File: src/rtl/smem_pkg.sv
// Shared types and helpers for the static memory timing controller.
// Assumes a 16-bit external data bus split into two byte lanes.
package smem_pkg;
    localparam int DATA_W     = 16;
    localparam int LANE_W     = 8;
    localparam int TIM_W      = 25;
    localparam int PAGE_BEATS = 4;
    localparam int BEAT_W     = $clog2(PAGE_BEATS);
    localparam int CNT_W      = 5;

    // Per-bank phase counts, most significant field first.
    typedef struct packed {
        logic [3:0] a_setup;
        logic [3:0] cs_setup;
        logic [4:0] access;
        logic [3:0] cs_hold;
        logic [3:0] a_hold;
        logic [3:0] page_acc;
    } tim_t;

    typedef enum logic [2:0] {
        PH_IDLE, PH_ASU, PH_CSU, PH_ACC, PH_CHD, PH_AHD
    } phase_e;

    // Counter load value (length minus one) for a phase.
    function automatic logic [CNT_W-1:0] len_m1(phase_e ph, tim_t t);
        case (ph)
            PH_ASU:  return {1'b0, t.a_setup} - 5'd1;
            PH_CSU:  return {1'b0, t.cs_setup} - 5'd1;
            PH_ACC:  return t.access;
            PH_CHD:  return {1'b0, t.cs_hold} - 5'd1;
            PH_AHD:  return {1'b0, t.a_hold} - 5'd1;
            default: return '0;
        endcase
    endfunction

    // First non-empty phase after acceptance.
    function automatic phase_e first_phase(tim_t t);
        if (t.a_setup != 4'd0)  return PH_ASU;
        if (t.cs_setup != 4'd0) return PH_CSU;
        return PH_ACC;
    endfunction

    // First non-empty phase after the strobe ends.
    function automatic phase_e after_access(tim_t t);
        if (t.cs_hold != 4'd0) return PH_CHD;
        if (t.a_hold != 4'd0)  return PH_AHD;
        return PH_IDLE;
    endfunction
endpackage

File: src/rtl/smem_cfg_sel.sv
// Picks one bank's settings out of the per-bank configuration vectors.
// Assumes sel < NBANK; an out-of-range index yields all-zero settings.
module smem_cfg_sel #(
    parameter int NBANK  = 4,
    parameter int BANK_W = 2
) (
    input  logic [NBANK-1:0][smem_pkg::TIM_W-1:0] cfg_timing,
    input  logic [NBANK-1:0]                      cfg_wide,
    input  logic [NBANK-1:0]                      cfg_page,
    input  logic [BANK_W-1:0]                     sel,
    output smem_pkg::tim_t                        sel_tim,
    output logic                                  sel_wide,
    output logic                                  sel_page
);
    // Compare-and-select mux over all banks.
    always_comb begin
        sel_tim  = '0;
        sel_wide = 1'b0;
        sel_page = 1'b0;
        for (int b = 0; b < NBANK; b++) begin
            if (sel == BANK_W'(b)) begin
                sel_tim  = smem_pkg::tim_t'(cfg_timing[b]);
                sel_wide = cfg_wide[b];
                sel_page = cfg_page[b];
            end
        end
    end
endmodule

File: src/rtl/smem_cs_dec.sv
// Turns an enable and a bank index into active-low chip-selects.
// Assumes at most one bank is addressed at a time.
module smem_cs_dec #(
    parameter int NBANK  = 4,
    parameter int BANK_W = 2
) (
    input  logic              en,
    input  logic [BANK_W-1:0] bank,
    output logic [NBANK-1:0]  cs_n
);
    for (genvar b = 0; b < NBANK; b++) begin : g_cs
        // One comparator per bank line.
        assign cs_n[b] = !(en && (bank == BANK_W'(b)));
    end
endmodule

File: src/rtl/smem_timing_ctrl.sv
// Sequencer for asynchronous static-memory accesses over NBANK banks.
// One request at a time; settings are captured on acceptance. Phases:
// address setup, chip-select setup, strobe (access, plus page beats on
// page-mode reads), chip-select hold, address hold. Empty phases are skipped.
module smem_timing_ctrl #(
    parameter int NBANK  = 4,
    parameter int OFS_W  = 24,
    localparam int BANK_W = (NBANK > 1) ? $clog2(NBANK) : 1
) (
    input  logic                                  clk,
    input  logic                                  rst_n,
    input  logic [NBANK-1:0][smem_pkg::TIM_W-1:0] cfg_timing,
    input  logic [NBANK-1:0]                      cfg_wide,
    input  logic [NBANK-1:0]                      cfg_page,
    input  logic                                  req_valid,
    output logic                                  req_ready,
    input  logic                                  req_write,
    input  logic [BANK_W-1:0]                     req_bank,
    input  logic [OFS_W-1:0]                      req_offset,
    input  logic [smem_pkg::DATA_W-1:0]           req_wdata,
    input  logic [1:0]                            req_be,
    output logic                                  rsp_valid,
    output logic [smem_pkg::DATA_W-1:0]           rsp_rdata,
    output logic [OFS_W-1:0]                      mem_addr,
    output logic [NBANK-1:0]                      mem_cs_n,
    output logic                                  mem_oe_n,
    output logic                                  mem_we_n,
    output logic [1:0]                            mem_be_n,
    output logic [smem_pkg::DATA_W-1:0]           mem_dout,
    output logic                                  mem_dout_en,
    input  logic [smem_pkg::DATA_W-1:0]           mem_din
);
    import smem_pkg::*;

    phase_e              state, nxt_ph;
    logic [CNT_W-1:0]    cnt;
    logic [BEAT_W-1:0]   beat;
    tim_t                tim, sel_tim;
    logic                sel_wide, sel_page;
    logic                cur_wr, cur_wide, cur_page;
    logic [BANK_W-1:0]   cur_bank;
    logic [OFS_W-1:0]    cur_ofs;
    logic [DATA_W-1:0]   cur_wdata;
    logic [1:0]          cur_be;
    logic                cs_en, strobe, more_beats;

    smem_cfg_sel #(.NBANK(NBANK), .BANK_W(BANK_W)) u_sel (
        .cfg_timing(cfg_timing), .cfg_wide(cfg_wide), .cfg_page(cfg_page),
        .sel(req_bank), .sel_tim(sel_tim), .sel_wide(sel_wide),
        .sel_page(sel_page)
    );

    smem_cs_dec #(.NBANK(NBANK), .BANK_W(BANK_W)) u_cs (
        .en(cs_en), .bank(cur_bank), .cs_n(mem_cs_n)
    );

    // Phase that follows the current one once its count runs out.
    always_comb begin
        case (state)
            PH_IDLE: nxt_ph = first_phase(sel_tim);
            PH_ASU:  nxt_ph = (tim.cs_setup != 4'd0) ? PH_CSU : PH_ACC;
            PH_CSU:  nxt_ph = PH_ACC;
            PH_ACC:  nxt_ph = after_access(tim);
            PH_CHD:  nxt_ph = (tim.a_hold != 4'd0) ? PH_AHD : PH_IDLE;
            default: nxt_ph = PH_IDLE;
        endcase
    end

    assign more_beats = cur_page && !cur_wr && (beat != BEAT_W'(PAGE_BEATS - 1));

    // Phase sequencer, request capture and read sampling.
    always_ff @(posedge clk) begin
        if (!rst_n) begin
            state     <= PH_IDLE;
            cnt       <= '0;
            beat      <= '0;
            tim       <= '0;
            cur_wr    <= 1'b0;
            cur_wide  <= 1'b0;
            cur_page  <= 1'b0;
            cur_bank  <= '0;
            cur_ofs   <= '0;
            cur_wdata <= '0;
            cur_be    <= '0;
            rsp_valid <= 1'b0;
            rsp_rdata <= '0;
        end else begin
            rsp_valid <= 1'b0;
            case (state)
                PH_IDLE: begin
                    if (req_valid) begin
                        tim       <= sel_tim;
                        cur_wr    <= req_write;
                        cur_wide  <= sel_wide;
                        cur_page  <= sel_page;
                        cur_bank  <= req_bank;
                        cur_ofs   <= req_offset;
                        cur_wdata <= req_wdata;
                        cur_be    <= req_be;
                        beat      <= '0;
                        state     <= nxt_ph;
                        cnt       <= len_m1(nxt_ph, sel_tim);
                    end
                end
                PH_ACC: begin
                    if (cnt != '0) begin
                        cnt <= cnt - 1'b1;
                    end else begin
                        if (!cur_wr) begin
                            rsp_valid <= 1'b1;
                            rsp_rdata <= cur_wide ? mem_din
                                                  : {{LANE_W{1'b0}}, mem_din[LANE_W-1:0]};
                        end
                        if (more_beats) begin
                            beat <= beat + 1'b1;
                            cnt  <= {1'b0, tim.page_acc};
                        end else begin
                            state <= nxt_ph;
                            cnt   <= len_m1(nxt_ph, tim);
                        end
                    end
                end
                default: begin
                    if (cnt != '0) begin
                        cnt <= cnt - 1'b1;
                    end else begin
                        state <= nxt_ph;
                        cnt   <= len_m1(nxt_ph, tim);
                    end
                end
            endcase
        end
    end

    // Bus pin decode from the registered phase.
    always_comb begin
        cs_en       = (state == PH_CSU) || (state == PH_ACC) || (state == PH_CHD);
        strobe      = (state == PH_ACC);
        req_ready   = (state == PH_IDLE);
        mem_oe_n    = !(strobe && !cur_wr);
        mem_we_n    = !(strobe && cur_wr);
        mem_dout_en = cur_wr && (strobe || (state == PH_CHD));
        mem_addr    = cur_ofs + (cur_wide ? OFS_W'({beat, 1'b0}) : OFS_W'(beat));
        mem_dout    = cur_wide ? cur_wdata : {{LANE_W{1'b0}}, cur_wdata[LANE_W-1:0]};
        if (!cs_en)      mem_be_n = 2'b11;
        else if (cur_wr) mem_be_n = cur_wide ? ~cur_be : {1'b1, ~cur_be[0]};
        else             mem_be_n = cur_wide ? 2'b00 : 2'b10;
    end
endmodule

File: config.mk
export PLATFORM = sky130hd
export DESIGN_NAME = smem_timing_ctrl
export DESIGN_NICKNAME = d
export VERILOG_FILES = /design/src/rtl/smem_pkg.sv /design/src/rtl/smem_cfg_sel.sv /design/src/rtl/smem_cs_dec.sv /design/src/rtl/smem_timing_ctrl.sv
export SDC_FILE = /design/constraint.sdc
export NUM_CORES = 1
export LEC_CHECK = 0
export ABC_CLOCK_PERIOD_IN_PS = 2900
export CORE_MARGIN = 3
export CORE_UTILIZATION = 35
export CTS_BUF_LIST = sky130_fd_sc_hd__clkbuf_16
export CTS_CLUSTER_DIAMETER = 100
export CTS_CLUSTER_SIZE = 10
export DETAILED_ROUTE_END_ITERATION = 6
export PLACE_DENSITY = 0.68
export SLEW_MARGIN = 25
export SYNTH_ARGS = -nofsm -noshare
export SYNTH_HDL_FRONTEND = slang
export SYNTH_SLANG_ARGS = --single-unit
File: constraint.sdc
create_clock -name clk -period 2.9 [get_ports clk]
set_input_delay 0.58 -clock clk [delete_from_list [all_inputs] [get_ports clk]]
set_output_delay 0.58 -clock clk [all_outputs]
set_load 0.005 [all_outputs]
* Yosys cells after proc, flatten, opt, wreduce, memory -nomap -nowiden *
Index checks and enable logic that the tools add are counted.

operators by class
  add/subtract/negate cells = 11
  $mul = 0
  divide/modulo/power cells = 0
  $lt $le $gt $ge = 0
  equal/unequal tests = 21
  shift-type cells = 0
  mux-type cells = 57
  bitwise logic cells = 6
  reduce and logical (&&, ||, !) cells = 34

operators by type and width
  operator                                             count
  2-to-1 mux 25 bit                                    4
  case mux 5 bit (5 select lines)                      2
  2-to-1 mux 3 bit                                     14
  subtractor 4 x 1 -> 5 bit, second input constant     8
  2-to-1 mux 16 bit                                    2
  adder 24 x 3 -> 24 bit                               1
  2-to-1 mux 1 bit                                     20
  2-to-1 mux 5 bit                                     4
  nonzero test 4 bit                                   5
  case mux 3 bit (5 select lines)                      1
  2-to-1 mux 2 bit                                     7
  equality test 3 x 2 -> 1 bit, second input constant  4
  != test 2 bit, second input constant                 5
  case mux 5 bit (2 select lines)                      1
  equality test 3 bit, second input constant           3
  logical AND 1 bit                                    9
  equality test 2 bit, second input constant           4
  AND reduction 4 bit                                  2
  logical NOT 1 bit                                    7
  equality test 3 x 1 -> 1 bit, second input constant  2
  case mux 3 bit (2 select lines)                      1
  NOT 1 bit                                            5
  nonzero test 5 bit                                   1
  subtractor 5 x 1 -> 5 bit, second input constant     1
  other kinds (12)                                     16

storage, ports and cells
  bits in registers = 99
  latch bits = 0
  memory bits (writable) = 0
  bits in read-only memories = 0
  input port bits = 172
  output and inout bits = 67
  memories kept = 0

* Logic depth before layout (Yosys ltp) *
Gate-level depths: netlist of the first run.

  depth in word-level cells = 18
  depth in mapped cells = 12

* Cells and area by module *
From an unflattened synthesis of the first run, not the netlist that was laid out.

unflattened totals
  cell total of the unflattened synthesis = 695
  area, all modules = 5684.2 um^2

modules (own cells, without submodules)
  module            instances  cells an instance  area an instance (um^2)  seq. area each (um^2)
  smem_timing_ctrl  1          658                4954.8                   1981.9
  smem_cfg_sel      1          33                 700.7                    0.0
  smem_cs_dec       1          4                  28.8                     0.0

* Least setup slack after synthesis of the first run *
No wires, ideal clock.

  kind = input -> register
  start point = input req_bank[1]
  end point = register cnt[2]
  library setup time = 0.075 ns
  arrival time = 2.969 ns
  data required time = 2.825 ns
  path slack = -0.144 ns
  stages on the path = 11
  path buffers = 2
  cell sequence = clkbuf_1 mux4_2 or4_4 nand2_2 a21bo_1 buf_6 a21boi_0 ha_1 xor2_1 o211a_1 o22ai_1

on the way
  cells in the longest elaborated chain, start to end = 17

RTL lines
  element                                      RTL line                 text
  start, declared                              smem_timing_ctrl.sv:18   input logic [BANK_W-1:0] req_bank,
  logical NOT 2 bit                            smem_cfg_sel.sv:21       if (sel == BANK_W'(b)) begin
  2-to-1 mux 25 bit (3 in a row)               smem_cfg_sel.sv:21
  2-to-1 mux 25 bit (*)                        smem_cfg_sel.sv:21
  nonzero test 4 bit                           smem_pkg.sv:40           if (t.cs_setup != 4'd0) return PH_CSU;
  2-to-1 mux 1 bit (2 in a row)                smem_pkg.sv:40
  2-to-1 mux 1 bit                             smem_timing_ctrl.sv:59   case (state)
  2-to-1 mux 3 bit                             smem_pkg.sv:41           return PH_ACC;
  2-to-1 mux 3 bit                             smem_pkg.sv:40
  case mux 3 bit (5 select lines)              smem_timing_ctrl.sv:59
  equality test 3 bit (tied with other cells)  smem_pkg.sv:27           case (ph)
  case mux 5 bit (5 select lines)              smem_pkg.sv:27
  2-to-1 mux 5 bit                             smem_timing_ctrl.sv:114  if (more_beats) begin
  2-to-1 mux 5 bit                             smem_timing_ctrl.sv:106  if (cnt != '0) begin
  case mux 5 bit (2 select lines) (*)          smem_timing_ctrl.sv:89   case (state)
  end signal, assigned                         smem_timing_ctrl.sv:107  cnt <= cnt - 1'b1;
  end signal, assigned                         smem_timing_ctrl.sv:116  cnt <= {1'b0, tim.page_acc};
  end signal, assigned                         smem_timing_ctrl.sv:119  cnt <= len_m1(nxt_ph, tim);
  end, declared                                smem_timing_ctrl.sv:36   logic [CNT_W-1:0] cnt;

Mark *: on every way between the ends. The rest lies on a longest branch, timed or not. The select of a mux whose other input is x is not followed.
A chain may end at the register's enable or synchronous reset.

* Final worst setup path of the first run *
  start point = register cur_wide
  end point = output mem_addr[22]

on the way
  cells in the longest elaborated chain, start to end = 2

RTL lines
  element                 RTL line                 text
  start, declared         smem_timing_ctrl.sv:40   logic cur_wr, cur_wide, cur_page;
  start signal, assigned  smem_timing_ctrl.sv:94   cur_wide <= sel_wide;
  2-to-1 mux 3 bit        smem_timing_ctrl.sv:143  mem_addr = cur_ofs + (cur_wide ? OFS_W'({beat, 1'b0}) : OFS_W'(beat));
  adder 24 x 3 -> 24 bit  smem_timing_ctrl.sv:143
  end, declared           smem_timing_ctrl.sv:24   output logic [OFS_W-1:0] mem_addr,

Every way passes these cells.

==> out/metrics.cfg, run 1 <==
[cells_and_area]
fin_nets = 1148
stdcell_count = 1188
finish.utilization = 0.581
layout_common_cells = nand2_1 (200), clkdlybuf4s50_1 (197), dfxtp_1 (97)
area_growth_pct = 60.3
fin_area_um2 = 9360
drive_above_1_share = 0.188
diodes = 0
layout_commonest_cell = nand2_1

[place]
portBuffers = 238
place_hpwl_mm = 14.0
placed_cell_area_um2 = 8730
post-place-ws_ns = -0.507
place.gp.congestion = 0.984
dp_cells = 1159

[global_routing]
antenna_found_initial = 0
grt_pass1_vias = 5803
grt.total_usage = 0.198
overflow = 0
grt_max_degree = 53
grt_pass1_wl_mm = 29.4

[floorplan]
dieWidth_um = 135
die_y_um = 135
coreArea_um2 = 16100
start_util = 0.362
die_area_um2 = 18300
ioPinCount = 239
rows = 46

[route]
drc = 0
drt-pass1-iter-count = 7
via_count = 5956
drt_iter0_markers = 364
drt-total-wl_mm = 18.6
antenna_left = 0
via_per_inst = 5.01
avgRoutedWirePerCell_um = 15.7

[sta]
slew_viol_final = 0
hold_violations = 0
worst_slack_ns = -0.237
post-route-period-util = 1.08
grt_setup_unrepaired = true
slew_headroom = 0.557
worstMarginPinSlew_ns = 0.663
finalCriticalPeriod_ns = 3.14
clock_skew_ns = 0.00629
fmax_mhz = 319
setup_viol = 15

[logic_synthesis]
syn_avg_cell_area_um2 = 8.35
synth_edf_count = 0
syn_area_um2 = 5840
synthFlopType = dfxtp_1
yosys_warnings = 0
synth_seq_area_share = 0.339
synthArstFlopShare = 0
syn-num-nets = 879
ys_types = 61
syn_inst = 699
ys_seq_elements = 99

[clock_tree]
cts_buffers = 9
cts_tree = yes
cts.sinks = 99
clock_latency_ns = 0.35
h-tree-depth = 3
clock_path_buffers = 2
clk_pin_slew_worst_paths_ns = 0.07
clk_root_buffer_cell = clkbuf_16

[worst_setup_path]
cp_data_required_time_ns = 2.32
crit_fanout = 4
r2r-start = tim[7]
critPathLaunch = cur_wide
path_class = reg -> out
cp_data_arrival_time_ns = 2.56
critPathLaunchType = flop
end_kind = output pin

[job]
cap_violations = 0

[status]
violations = setup timing
status = finished with violations

[min_path]
min-delay-start = cur_wdata[10]
min_path_type = reg -> reg

[pwr]
power_leakage_nw = 3.71
total_power_w = 0.00580
powerDensity_nw_per_um2 = 619
ir_drop_mv = 0.460

==> synth_stat cells (all sizes together) (3+ instances only) <==
| cell type | number | area share |
|---|---|---|
| and2 | 13 | 0.014 |
| a31oi | 5 | 0.0079 |
| nor4 | 5 | 0.0079 |
| ha | 7 | 0.015 |
| a21o | 4 | 0.0051 |
| xor2 | 6 | 0.0090 |
| a222oi | 4 | 0.0069 |
| inv | 13 | 0.0084 |
| xnor2 | 19 | 0.029 |
| buf | 15 | 0.018 |
| a21oi | 16 | 0.014 |
| a22oi | 4 | 0.0051 |
| o211ai | 8 | 0.010 |
| nand2b | 5 | 0.0054 |
| o221ai | 3 | 0.0045 |
| nor2b | 4 | 0.0043 |
| o21ai | 17 | 0.015 |
| nand3 | 21 | 0.018 |
| mux4 | 27 | 0.10 |
| nor3 | 4 | 0.0034 |
| dfxtp | 99 | 0.34 |
| nand4 | 7 | 0.0075 |
| mux2i | 4 | 0.0069 |
| nand2 | 205 | 0.13 |
| or4 | 3 | 0.0045 |
| nand3b | 4 | 0.0051 |
| nor2 | 15 | 0.0096 |
| clkbuf | 38 | 0.024 |
| a21boi | 95 | 0.12 |
| and3 | 3 | 0.0032 |
==> cell type report <==
cell class	instances	area, um2
clock buffer	9	225
clock inverter	6	52.6
inverter	13	48.8
tap	216	270
multi-input combinational	534	3820
fill	1457	6760
timing repair buffer	311	2950
sequential	99	1990
==> critical path, cell delays in order (launching register included) <==
cell and delay [ns]:
dfxtp_4 0.36, nor2b_2 0.12, ha_2 0.19, inv_2 0.04
fa_2 0.34, inv_2 0.05, a21o_1 0.13, nand2b_1 0.10
or2_4 0.28, nor2_4 0.08, buf_6 0.14, nand3_2 0.10
xnor2_2 0.15, buf_2 0.14
==> registers in the layout, indices dropped and copies added (netlist names) <==
name and count:
tim 25, cnt 5, rsp_rdata 16, cur_wr 1, cur_be 2, rsp_valid 1
cur_bank 2, cur_page 1, beat 2, cur_ofs 24, state 3, cur_wide 1
cur_wdata 16
==> cells by family after synthesis <==
logic type / count (synthesis) / share of synthesized area
compound gates: 172 / 0.216
xor+xnor: 25 / 0.0375
fa+ha+maj: 8 / 0.0184
buf+inv: 66 / 0.0504
flops: 99 / 0.339
mux: 31 / 0.111
simple gates: 298 / 0.227
==> repair_timing <==
action,in CTS,in global routing
setup buffers,7,9
gates cloned,0,0
hold buffers,0,0
endpoints found under the setup margin,26,24
resized for setup,95,63
pin swaps,14,29
==> layer usage <==
layer  track usage  up-vias  wire [um]
met4        0.0610        0        375
met3        0.0345       25       1150
met1         0.273     2745       8400
met5             0        -          0
li1              -     2975          -
met2         0.318      211       8720
==> power by group <==
group	internal [W]	switching (W)	total [W]	leakage, nW
clock network	0.000652	0.000515	0.00117	0.146
logic	0.00140	0.00139	0.00280	2.75
registers	0.00160	0.000237	0.00183	0.811
total	0.00365	0.00215	0.00580	3.71
==> path summary, 6_finish.rpt <==
kind / to / slack (ns) / depth (start not counted)
max: mem_addr[22] / -0.24 / 13
min: cur_wdata[10] / 0.46 / 2
max reg2reg: cnt[1] / 0.27 / 9
min reg2reg: cur_wdata[10] / 0.46 / 2
==> per-stage QoR <==
step	TNS [ns]	hold slack, ns
detailed placement	-6.28	0.453
finish	-1.78	0.457
CTS	-1.87	0.462
global route	-4.19	0.486
floorplan	0	0.439
global placement	-5.79	0.447
Power figures use the tool's default switching activity.
==> inputs of run 2 (changes only) <==
- REMOVE_ABC_BUFFERS: unset -> 1
==> run 2 against run 1 <==
Net effect:
- the run still ends with setup timing left
- clock power grew 3%
- critical path depth shrank 1
- via count grew 1.5%
- critical path type unchanged
- largest cell class unchanged
==> out/metrics.cfg, run 2 (synthesis results as in run 1) <==
[status]
status = finished with violations
violations = setup timing

[sta]
post-route-period-util = 1.07  ; -0.0153
worstMarginPinSlew_ns = 0.691  ; +0.0277 ns
setup_viol = 11  ; -4
clock_skew_ns = 0.00486  ; -0.00143 ns
slew_viol_final = 0  ; unchanged
fmax_mhz = 323  ; +1.4%
finalCriticalPeriod_ns = 3.09  ; -0.0445 ns
worst_slack_ns = -0.193  ; +0.0445 ns
hold_violations = 0  ; unchanged
slew_headroom = 0.538  ; -0.0185
grt_setup_unrepaired = true
fin_setup_tns_ns = -1.10  ; +0.680 ns

[cells_and_area]
largest_register_ffs = 25  ; unchanged
fin_area_um2 = 9520  ; +1.7%
fin_nets = 1161  ; +1.1%
stdcell_count = 1202  ; +1.2%
layout_commonest_cell = clkdlybuf4s50_1
reg_top3 = tim: 25 flops, cur_ofs: 24 flops
regMostFlops = tim
diodes = 0  ; unchanged
layout_common_cells = clkdlybuf4s50_1 (201), nand2_1 (200), dfxtp_1 (97)
area_growth_pct = 63.0
drive_above_1_share = 0.207  ; +0.0186

[worst_setup_path]
path_buf_inv = 4  ; unchanged
slowest_stage = fa_2
cp_data_arrival_time_ns = 2.51  ; -0.05 ns
path_class = reg -> out
end_kind = output pin
critPathLaunchType = flop
cp_data_required_time_ns = 2.32  ; about the same
cp_num_cells = 12  ; -1
crit_path_cell_trace = mux2i_4, buf_6, fa_2, inv_2, a21o_1, nand2b_1, or2_4, nor2_1, buf_4, nand3_2, xnor2_1, buf_2
r2r-start = tim[7]
critPathMaxStageDelay_ns = 0.39  ; +0.03 ns
critPathLaunch = cur_wide
cp_top_family = buffers and inverters
crit_fanout = 4  ; unchanged
worst_r2r_path_depth = 9  ; unchanged

[route]
avgRoutedWirePerCell_um = 15.3  ; -2.7%
drt-pass1-iter-count = 5  ; -2
drt_iter0_markers = 331  ; -9.1%
via_per_inst = 5.03  ; +0.28%
antenna_left = 0  ; unchanged
drt-total-wl_mm = 18.3  ; -1.6%
drc = 0  ; unchanged
via_count = 6043  ; +1.5%

[min_path]
hold_path_depth = 2  ; unchanged
min_path_type = reg -> reg
min-delay-start = cur_wdata[5]

[global_routing]
antenna_found_initial = 1  ; +1
grt_pass1_wl_mm = 29.1  ; -0.87%
grt_max_degree = 47  ; -11%
grt_use_met2 = 0.339  ; +0.0216
groute.layer.met3.usage = 0.0371  ; +0.00260
grt_pass1_vias = 5976  ; +3.0%
overflow = 0  ; unchanged
use_met1 = 0.248  ; -0.0248
grt.total_usage = 0.196  ; -0.00210
grt.busiest_layer = met2

[job]
cap_violations = 0  ; unchanged

[pwr]
p_seq_frac = 0.311  ; -0.005
power_frac_clock = 0.206  ; +0.005
switching_power_w = 0.00225  ; +4.7%
power_leakage_nw = 3.76  ; +1.3%
cellInternalPower_w = 0.00363  ; -0.61%
p_comb_frac = 0.483  ; about the same
ir_drop_mv = 0.330  ; -28%
powerDensity_nw_per_um2 = 618  ; -0.30%
total_power_w = 0.00588  ; +1.4%
switching_share = 0.383  ; +0.0123

[floorplan]
die_y_um = 135  ; unchanged
die_area_um2 = 18300  ; unchanged
ioPinCount = 239  ; unchanged
dieWidth_um = 135  ; unchanged
coreArea_um2 = 16100  ; unchanged
rows = 46  ; unchanged
start_util = 0.362  ; unchanged

[clock_tree]
clk_pin_slew_worst_paths_ns = 0.08  ; about the same
clock_latency_ns = 0.35  ; about the same
cts_buffers = 9  ; unchanged
clock_path_buffers = 2  ; unchanged
h-tree-depth = 3  ; unchanged
cts_tree = yes
clk_root_buffer_cell = clkbuf_16
cts.sinks = 99  ; unchanged
holdBufCountCts = 0  ; unchanged

[place]
portBuffers = 238  ; unchanged
dp_cells = 1165  ; +0.52%
post-place-ws_ns = -0.483  ; +0.0235 ns
place.gp.congestion = 0.901  ; -8.4%
place_hpwl_mm = 13.6  ; -2.8%
placed_cell_area_um2 = 8790  ; +0.73%

==> run 2: cell count changes in the layout (fill, tap and decap cells not counted), sizes merged <==
cell           before  now
dlymetal6s2s       17   13
clkdlybuf4s50     197  201
bufbuf              0    1
bufinv              1    0
inv                17   18
clkinvlp            1    2
clkbuf             11   10
buf                91  104
==> run 2: final timing paths <==
kind	slack (ns)	end
worst max register to register	0.27	cnt[2]
worst min register to register	0.46	cur_wdata[5]
worst min-delay path	0.46	cur_wdata[5]
worst max-delay path	-0.19	mem_addr[20]
==> run 2: per-stage QoR <==
| step | hold slack, ns | util |
|---|---|---|
| detailed placement | 0.452 | 0.545 |
| finish | 0.460 | 0.590 |
| CTS | 0.463 | 0.576 |
| global route | 0.487 | 0.590 |
| floorplan | 0.439 | - |
| global placement | 0.445 | 0.545 |
==> run 2: what timing repair did <==
| item | 4_1_cts | 5_1_grt |
|---|---|---|
| pin swaps | 23 | 31 |
| setup buffers | 16 | 6 |
| resized for setup | 108 | 57 |
| endpoints found under the setup margin | 26 | 27 |
| gates cloned | 1 | 0 |
==> run 2: power by group through the flow <==
stage	Sequential [W]	Combinational, W	Clock [W]
final	0.00183	0.00284	0.00121
after global routing	0.00187	0.00314	0.00128
after CTS	0.00182	0.00264	0.00124
after detailed placement	0.00185	0.00264	0
after global placement	0.00184	0.00262	0
after floorplan	0.00180	0.00141	0
==> run 2: metal layers <==
layer  up-vias  routed length [um]
li1       3002                   -
met1      2795                8030
met2       224                8860
met3        20                1180
met4         2                 271
met5         -                  11
==> run 2: worst min-delay path, stage by stage (launching register included) <==
cell,delay [ns]
dfxtp_1,0.31
nand2_1,0.04
a21boi_0,0.06
==> run 2: area by class of cell <==
type / instances / area, um2
Clock buffer: 9 / 225
Clock inverter: 7 / 66.3
Timing Repair Buffer: 324 / 3110
Multi-Input combinational cell: 534 / 3810
Fill cell: 1445 / 6600
Sequential cell: 99 / 1990
Inverter: 13 / 48.8
Tap cell: 216 / 270
